--- config.mk ---
export PLATFORM = sky130hd
export DESIGN_NAME = shadd_share_unit
export DESIGN_NICKNAME = d
export VERILOG_FILES = /design/src/rtl/shadd_pkg.sv /design/src/rtl/shadd_opnd_sel.sv /design/src/rtl/shadd_adder.sv /design/src/rtl/shadd_out_steer.sv /design/src/rtl/shadd_share_unit.sv
export SDC_FILE = /design/constraint.sdc
export NUM_CORES = 1
export LEC_CHECK = 0
export ABC_AREA = 1
export BUFFER_PORTS_ARGS = -buffer_cell sky130_fd_sc_hd__buf_2
export CAP_MARGIN = 15
export CORE_UTILIZATION = 50
export DETAILED_ROUTE_END_ITERATION = 6
export GPL_TIMING_DRIVEN = 0
export PLACE_DENSITY = 0.85
export SLEW_MARGIN = 10
export SYNTH_ARGS = -nofsm -noshare
export SYNTH_HDL_FRONTEND = slang
export SYNTH_HIERARCHICAL = 1
export SYNTH_SLANG_ARGS = --single-unit
--- constraint.sdc ---
create_clock -name vclk -period 3.22
set_input_delay 0.483 -clock vclk [all_inputs]
set_output_delay 0.483 -clock vclk [all_outputs]
set_load 0.02 [all_outputs]
--- src/rtl/shadd_pkg.sv ---
package shadd_pkg;
  typedef enum logic [1:0] {
    PICK_AB  = 2'b00,
    PICK_AC  = 2'b01,
    PICK_DI0 = 2'b10,
    PICK_DI1 = 2'b11
  } pick_e;

  typedef enum logic [1:0] {
    ROUTE_R   = 2'b00,
    ROUTE_X   = 2'b01,
    ROUTE_Y   = 2'b10
  } route_e;
endpackage

--- src/rtl/shadd_opnd_sel.sv ---
module shadd_opnd_sel
  import shadd_pkg::*;
#(
  parameter int W = 8
) (
  input  logic [W-1:0] a_i,
  input  logic [W-1:0] b_i,
  input  logic [W-1:0] c_i,
  input  logic [W-1:0] d_i,
  input  logic [1:0]   sel_i,
  input  logic         dual_i,
  input  logic         cond_i,
  output logic [W-1:0] lhs_o,
  output logic [W-1:0] rhs_o,
  output route_e       route_o
);
  localparam logic [W-1:0] ONE = W'(1);

  always_comb begin
    lhs_o   = a_i;
    rhs_o   = b_i;
    route_o = ROUTE_R;
    if (dual_i) begin
      if (cond_i) begin
        lhs_o   = a_i;
        rhs_o   = b_i;
        route_o = ROUTE_X;
      end else begin
        lhs_o   = c_i;
        rhs_o   = d_i;
        route_o = ROUTE_Y;
      end
    end else begin
      unique case (pick_e'(sel_i))
        PICK_AB:  begin lhs_o = a_i; rhs_o = b_i; end
        PICK_AC:  begin lhs_o = a_i; rhs_o = c_i; end
        default:  begin lhs_o = d_i; rhs_o = ONE; end
      endcase
    end
  end
endmodule

--- src/rtl/shadd_adder.sv ---
module shadd_adder #(
  parameter int W = 8
) (
  input  logic [W-1:0] lhs_i,
  input  logic [W-1:0] rhs_i,
  output logic [W-1:0] sum_o
);
  function automatic logic [W-1:0] wrap_add(input logic [W-1:0] p, input logic [W-1:0] q);
    logic [W:0] full;
    full = {1'b0, p} + {1'b0, q};
    return full[W-1:0];
  endfunction

  assign sum_o = wrap_add(lhs_i, rhs_i);
endmodule

--- src/rtl/shadd_out_steer.sv ---
module shadd_out_steer
  import shadd_pkg::*;
#(
  parameter int W = 8
) (
  input  logic [W-1:0] sum_i,
  input  route_e       route_i,
  output logic [W-1:0] r_o,
  output logic [W-1:0] x_o,
  output logic [W-1:0] y_o
);
  localparam logic [W-1:0] ZERO = '0;
  localparam logic [W-1:0] ONES = '1;

  always_comb begin
    r_o = ZERO;
    x_o = ZERO;
    y_o = ZERO;
    unique case (route_i)
      ROUTE_X: x_o = sum_i;
      ROUTE_Y: begin x_o = ONES; y_o = sum_i; end
      default: r_o = sum_i;
    endcase
  end
endmodule

--- src/rtl/shadd_share_unit.sv ---
module shadd_share_unit
  import shadd_pkg::*;
#(
  parameter int W = 8
) (
  input  logic [W-1:0] a_i,
  input  logic [W-1:0] b_i,
  input  logic [W-1:0] c_i,
  input  logic [W-1:0] d_i,
  input  logic [1:0]   sel_i,
  input  logic         dual_i,
  input  logic         cond_i,
  output logic [W-1:0] r_o,
  output logic [W-1:0] x_o,
  output logic [W-1:0] y_o
);
  logic [W-1:0] lhs_w;
  logic [W-1:0] rhs_w;
  logic [W-1:0] sum_w;
  route_e       route_w;

  shadd_opnd_sel #(.W(W)) u_sel (
    .a_i(a_i), .b_i(b_i), .c_i(c_i), .d_i(d_i),
    .sel_i(sel_i), .dual_i(dual_i), .cond_i(cond_i),
    .lhs_o(lhs_w), .rhs_o(rhs_w), .route_o(route_w)
  );

  shadd_adder #(.W(W)) u_add (
    .lhs_i(lhs_w), .rhs_i(rhs_w), .sum_o(sum_w)
  );

  shadd_out_steer #(.W(W)) u_steer (
    .sum_i(sum_w), .route_i(route_w),
    .r_o(r_o), .x_o(x_o), .y_o(y_o)
  );
endmodule

==> summary.md, run 1 <==
| Metric | Value |
|---|---|
| Total die area | 2820 µm² |
| Vias in the first global route | 1,306 |
| Via count of the routed design | 1,621 |
| Highest attainable clock frequency | 334 MHz |
| Share of layout cells above drive strength 1 | 28.2% |
| Commonest cells in the synthesized netlist | sky130_fd_sc_hd__nand2_1 (107), sky130_fd_sc_hd__inv_1 (48), sky130_fd_sc_hd__nand3_1 (14) |
| Sequential cell area | 0 µm² |
| Antenna cells | 0 |
| Layer with the highest usage after global routing | met2 |
| Fraction of synthesized cell area in xor and xnor cells | 4.13% |
| Horizontal die dimension | 53.1 µm |
| # clk buffers | 0 |
| MaxCap Viol Count | 0 |
| Worst max-slew margin expressed relative to the limit | 83.5% |
| Sum Neg Setup Slack | 0 ps |
| FFs & Latches | 0 |
| Instance count of the mapped netlist | 251 |
| Post-route DRC | 0 |
| Final routed wirelength across all metal layers | 3.31 mm |
| Antenna violations before repair | 0 |
| Share of the core filled with cells in the final layout | 66.1% |
| Path class of the lowest-slack min-delay path | input pin to primary output |
| Hold Path Depth | 7 |
| Met2 Use GR | 47.3% |
| Critical path endpoint category | primary output |
| Routed length per placed instance | 9.80 µm |
| Avg Inst Size Synth | 5.19 µm² |
| Worst IR Drop VDD | 0.205 mV |
| Summed instance area of the synthesized netlist | 1300 µm² |
| Standby leakage power | 0.00112 µW |
| Overall die height | 53.1 µm |
| Number of standard cells in the final layout excluding fillers | 338 |
| Setup-violating endpoint count in the final report | 0 |
| CP required | 2740 ps |
| Dominant combinational cell family by area after synthesis | simple AND/OR/NAND/NOR gates |
| Number of distinct library cells after synthesis | 28 |
| Effective utilization at floorplan | 52.6% |
| Pins Over Slew Limit | 0 |
| NumNets Final | 356 |
| Total routing resource utilization after global routing | 25.5% |
| GR met3 Demand/Resource | 0.575% |
| Area share of fa/ha/maj cells after synthesis | 10.2% |
| DRT antenna net count | 0 |
| Yosys warning total | 6 |
| Pin count of the biggest net entering global routing | 11 |
| Number of hold buffers added after cts | 0 |
| Power density cells | 231 nW/µm² |
| Wire length of the first global-routing pass | 5.58 mm |
| Post-CTS setup buffers | 0 |
| DP HPWL | 2.70 mm |
| Top-area cell type share of the netlist area | 30.8% |
| Critical path type | input pin to primary output |
| Quantity of I/O buffers inserted on ports | 57 |
| Iter 0 DRT Violations | 34 |
| Detailed-route vias per instance | 4.80 |
| Final Hold Vio Count | 0 |
| Synthesized-area fraction occupied by ao, oa, aoi and oai cells | 16.9% |
| Quantity of gates resized following cts | 0 |
| GR met1 Demand/Resource | 34.1% |
| Worst setup SP type | input pin |
| Area grow syn2layout | 25.6% |
| Highest net fanout along the worst path | 10 |
| Slew at the pin closest to its max-slew limit | 246 ps |
| Sink of the worst hold path | r_o[0] |
| 1st-pass router iterations | 4 |
| Unrepaired setup endpoints after global routing | false |
| Most frequently used cell type in the post-synthesis netlist | sky130_fd_sc_hd__nand2_1 |
| Synth area leader | sky130_fd_sc_hd__nand2_1 |
| Total nets after synthesis | 297 |
| Routability congestion estimate | 0.853 |
| Largest cells by area after synthesis | sky130_fd_sc_hd__nand2_1 (31%), sky130_fd_sc_hd__inv_1 (14%), sky130_fd_sc_hd__ha_1 (8.6%) |
| Data arrival time of the critical path | 2510 ps |
| Post-layout min period | 3000 ps |
| Mux cell area share after synthesis | 0% |
| Total I/O pin count | 60 |
| Core area | 2480 µm² |
| Final global-route overflow total | 0 |
| Run status | completed |
| Simple-gate share of the synthesized area | 45.3% |
| Standard-cell rows | 18 |
| Post-synthesis sequential area ratio | 0% |
| Crit share post-route | 93.1% |
| Number of cells in the design after placement | 338 |
| Start point of the worst min-delay path | a_i[0] |
-- through the flow --
stage                     power, µW  hold WS [ps]  worst slack (ps)  area (µm²)
final                           378          1630               222        1640
after global routing            427          1730              24.3        1640
after CTS                       376          1630              84.3        1630
after detailed placement        375          1620              96.2        1630
after global placement          369          1620               117        1630
after floorplan                 278          1420               475        1300
-- cell type report --
cell class	instances	area [µm²]
multi-input cells	188	1000
fillers	271	840
repair buffers	57	288
inverters	52	200
plain buffers	11	113
well taps	30	37.5
-- cells by family after synthesis --
| kind of cell | Yosys count |
|---|---|
| xor+xnor | 4 |
| simple gates | 140 |
| fa+ha+maj | 10 |
| compound gates | 34 |
| buf+inv | 63 |
-- power breakdown --
| group | leakage (µW) | internal, µW | switching (µW) |
|---|---|---|---|
| Combinational | 0.00112 | 146 | 232 |
| Clock | 0 | 0 | 0 |
| Sequential | 0 | 0 | 0 |
-- per-layer routing --
layer / vias to the layer above / part of all wire, %
met1: 684 / 47
met3: 0 / 5.6
li1: 876 / -
met2: 61 / 47
met5: - / 0
met4: 0 / 0
-- critical path, cell delays in order --
cell and delay [ps]:
sky130_fd_sc_hd__buf_2 120, sky130_fd_sc_hd__inv_4 110, sky130_fd_sc_hd__buf_6 160, sky130_fd_sc_hd__o211ai_1 100, sky130_fd_sc_hd__nand2_1 70, sky130_fd_sc_hd__ha_1 170
sky130_fd_sc_hd__inv_1 50, sky130_fd_sc_hd__fa_1 400, sky130_fd_sc_hd__inv_1 70, sky130_fd_sc_hd__nand2_1 40, sky130_fd_sc_hd__nand2_1 70, sky130_fd_sc_hd__nand2_1 60
sky130_fd_sc_hd__xnor2_1 230, sky130_fd_sc_hd__nand2_1 100, sky130_fd_sc_hd__a21oi_2 110, sky130_fd_sc_hd__buf_2 170
-- cell usage in the layout (no fill, tap or decap), drive strengths merged, types with 4 or more instances in the layout --
cell type,synthesis,routed
xnor2,4,4
ha,9,9
nand3,14,14
nor2,12,12
o21ai,9,9
inv,51,51
nand2,111,111
buf,10,67
o211ai,8,8
a21oi,17,17
-- how the worst max path moves through the flow --
stage / startpoint / end / slack [ps] / cells after the start
after floorplan: sel_i[1] / x_o[4] / 470 / 15
after global placement: dual_i / x_o[6] / 120 / 18
after detailed placement: dual_i / x_o[6] / 100 / 18
after CTS: dual_i / x_o[6] / 80 / 18
after global routing: dual_i / x_o[6] / 20 / 18
final: dual_i / x_o[4] / 220 / 16
(Power assumes the default switching activity.)
==> inputs of run 2 (changes only) <==
BUFFER_PORTS_ARGS = -buffer_cell sky130_fd_sc_hd__buf_4   (was -buffer_cell sky130_fd_sc_hd__buf_2)
CORE_UTILIZATION = 45   (was 50)
SYNTH_HIERARCHICAL = not set   (was 1)
==> run 2 against run 1 <==
Against the previous run:
- sequential cell count is the same
- total power grew 8.6%
- cell area shrank 13%
- worst setup slack lost 78 ps
- final cell count shrank 22%
- die area shrank 21%
- utilization grew 12 points
- combinational power grew 8.7%
- global-route usage grew 3.9 points
- sequential share of layout area is the same
- synthesized area shrank 30%
- routed wire length shrank 3.1%
==> summary.md, run 2 <==
| Metric | Value |
|---|---|
| MaxCap Viol Count | 0 (unchanged) |
| Mux cell area share after synthesis | 0% (unchanged) |
| Smallest hold slack | 1390 ps (-241 ps) |
| Share of the core filled with cells in the final layout | 78.0% (+12 points) |
| Total I/O pin count | 60 (unchanged) |
| Core area | 1820 µm² (-27%) |
| Final Hold Vio Count | 0 (unchanged) |
| Antenna cells | 0 (unchanged) |
| Instance count of the mapped netlist | 180 (-28%) |
| CP required | 2740 ps (about the same) |
| Number of distinct library cells after synthesis | 24 (-14%) |
| Largest cells by area after synthesis | sky130_fd_sc_hd__nand2_1 (22%), sky130_fd_sc_hd__a21oi_1 (11%), sky130_fd_sc_hd__ha_1 (9.6%) |
| Quantity of I/O buffers inserted on ports | 58 (+1.8%) |
| Highest attainable clock frequency | 325 MHz (-2.5%) |
| Overall die height | 47.0 µm (-11%) |
| Top-area cell type share of the netlist area | 22.2% (-8.6 points) |
| Critical path endpoint category | primary output |
| Sequential cell area | 0 µm² (unchanged) |
| Multi-input combinational cell area | 820 µm² (-18%) |
| NumNets Final | 284 (-20%) |
| Final global-route overflow total | 0 (unchanged) |
| Horizontal die dimension | 47.0 µm (-11%) |
| Worst setup SP type | input pin |
| Top library cells by usage in the layout, fill and taps aside | sky130_fd_sc_hd__buf_4 (60), sky130_fd_sc_hd__nand2_1 (52), sky130_fd_sc_hd__a21oi_1 (20) |
| Number of buffer and inverter instances along the worst setup path | 6 (unchanged) |
| Sink of the worst hold path | x_o[0] |
| Avg Inst Size Synth | 5.07 µm² (-2.4%) |
| Crit share post-route | 95.5% (+2.4 points) |
| Pin count of the biggest net entering global routing | 11 (unchanged) |
| DRT antenna net count | 0 (unchanged) |
| Standard-cell rows | 15 (-3) |
| Total die area | 2210 µm² (-21%) |
| Part of the power in combinational logic | 100.0% (about the same) |
| Iter 0 DRT Violations | 88 (+160%) |
| Max stage delay on crit path | 350 ps (-50 ps) |
| 1st-pass router iterations | 6 (+2) |
| Dominant combinational cell family by area after synthesis | simple AND/OR/NAND/NOR gates |
| Cells along the critical path | buf_2 -> inv_2 -> nand2_4 -> buf_4 -> o221ai_1 -> inv_1 -> ha_1 -> or2_1 -> nand2_1 -> o21bai_1 -> xor2_1 -> inv_1 -> nor2_1 -> buf_4 |
| Post-CTS setup buffers | 0 (unchanged) |
| Path class of the lowest-slack min-delay path | input pin to primary output |
| Hold Path Depth | 3 (-4) |
| Filler instances | 145 (-46%) |
| Routability congestion estimate | 0.865 (+1.4%) |
| Synthesized-area fraction occupied by ao, oa, aoi and oai cells | 26.1% (+9.2 points) |
| Simple-gate share of the synthesized area | 44.7% (-0.58 points) |
| Portion of total power attributed to sequential cells | 0% (unchanged) |
| Effective utilization at floorplan | 50.1% (-2.5 points) |
| Unrepaired setup endpoints after global routing | false |
| Clk network pwr share | 0% (unchanged) |
| Total nets after synthesis | 224 (-25%) |
| Data arrival time of the critical path | 2590 ps (+80 ps) |
| Final routed wirelength across all metal layers | 3.21 mm (-3.1%) |
| Delay-heaviest family, CP | buffers and inverters |
| Area share of fa/ha/maj cells after synthesis | 11.8% (+1.6 points) |
| Fraction of synthesized cell area in xor and xnor cells | 3.84% (-0.29 points) |
| Total routing resource utilization after global routing | 29.5% (+3.9 points) |
| Setup-violating endpoint count in the final report | 0 (unchanged) |
| Final instance area | 1420 µm² (-13%) |
| DP HPWL | 2.57 mm (-5.1%) |
| Start point of the worst min-delay path | cond_i |
| Slew at the pin closest to its max-slew limit | 392 ps (+146 ps) |
| # clk buffers | 0 (unchanged) |
| Sw frac | 58.4% (-3.0 points) |
| Post-route DRC | 0 (unchanged) |
| Most frequent standard cell in the layout excluding fill and tap cells | sky130_fd_sc_hd__buf_4 |
| Post-synthesis sequential area ratio | 0% (unchanged) |
| Pins Over Slew Limit | 0 (unchanged) |
| Summed instance area of the synthesized netlist | 912 µm² (-30%) |
| Via count of the routed design | 1,461 (-9.9%) |
| Synth area leader | sky130_fd_sc_hd__nand2_1 |
| Share of layout cells above drive strength 1 | 33.6% (+5.4 points) |
| Commonest cells in the synthesized netlist | sky130_fd_sc_hd__nand2_1 (54), sky130_fd_sc_hd__a21oi_1 (20), sky130_fd_sc_hd__nor2_1 (19) |
| Int Pwr | 171 µW (+17%) |
| Post-layout min period | 3080 ps (+77.6 ps) |
| Wire length of the first global-routing pass | 4.84 mm (-13%) |
| Power density cells | 289 nW/µm² (+25%) |
| Number of hold buffers added after cts | 0 (unchanged) |
| Worst max-slew margin expressed relative to the limit | 73.9% (-9.6 points) |
| Yosys warning total | 0 (-6) |
| Critical path type | input pin to primary output |
| Detailed-route vias per instance | 5.56 (+16%) |
| Antenna violations before repair | 0 (unchanged) |
| Standby leakage power | 0.000796 µW (-29%) |
| Vias in the first global route | 1,190 (-8.9%) |
| Run status | completed |
| Routed length per placed instance | 12.2 µm (+25%) |
| Worst IR Drop VDD | 0.218 mV (+6.5%) |
| Most frequently used cell type in the post-synthesis netlist | sky130_fd_sc_hd__nand2_1 |
| FFs & Latches | 0 (unchanged) |
| Area grow syn2layout | 55.7% |
| Highest net fanout along the worst path | 10 (unchanged) |
| Slowest cell on the critical path | sky130_fd_sc_hd__ha_1 |
| Net Switching | 240 µW (+3.2%) |
| Placed cell area | 1380 µm² (-15%) |
| Total chip power | 411 µW (+8.6%) |
[run 2: power by group through the flow]
stage,clock (µW),combinational [µW],sequential [µW]
after floorplan,0,250,0
after global placement,0,392,0
after detailed placement,0,401,0
after global routing,0,452,0
after CTS,0,403,0
final,0,411,0
[run 2: layout make-up]
type,count,area share (%)
buffer,9,3.61
inverter,22,5.81
multi-input combinational,149,57.7
tap,25,2.20
timing repair buffer,58,30.7
[run 2: layer usage]
layer  up-vias  GRT usage (%)  wire length [µm]
met4         0           3.43                51
met2        80           59.2              1640
met3        12           1.54               227
met5         -              0                 0
met1       648           34.7              1290
li1        721              -                 -
[run 2: worst min-delay path: stages]
cell                      delay (ps)
sky130_fd_sc_hd__buf_2           170
sky130_fd_sc_hd__a21oi_1          90
sky130_fd_sc_hd__buf_4           160
[run 2: logic make-up after synthesis]
family | after synthesis
adder cells (fa/ha/maj) | 8
AO/OA/AOI/OAI | 40
AND/OR/NAND/NOR | 97
buffers and inverters | 31
XOR/XNOR | 4
[run 2: worst max-delay path by stage]
stage | startpoint | end | slack (ps) | depth (start not counted)
after global routing | dual_i | x_o[4] | 4 | 13
after detailed placement | cond_i | r_o[7] | -20 | 16
after floorplan | cond_i | x_o[4] | 180 | 12
final | cond_i | r_o[5] | 140 | 14
after CTS | dual_i | r_o[7] | 3 | 16
after global placement | cond_i | r_o[7] | 20 | 15
[run 2: metrics by stage]
stage	TNS (ps)	worst slack [ps]	instances
6_report	0	144	263
3_5_place_dp	-30.1	-21.7	263
4_1_cts	0	3.32	263
2_1_floorplan	0	182	180
5_1_grt	0	4.00	263
3_3_place_gp	0	20.3	263
[run 2: timing repair]
action,CTS,global route
pin swaps,0,3
setup endpoints to repair,4,13
gates resized for setup,2,15
gates cloned,0,0
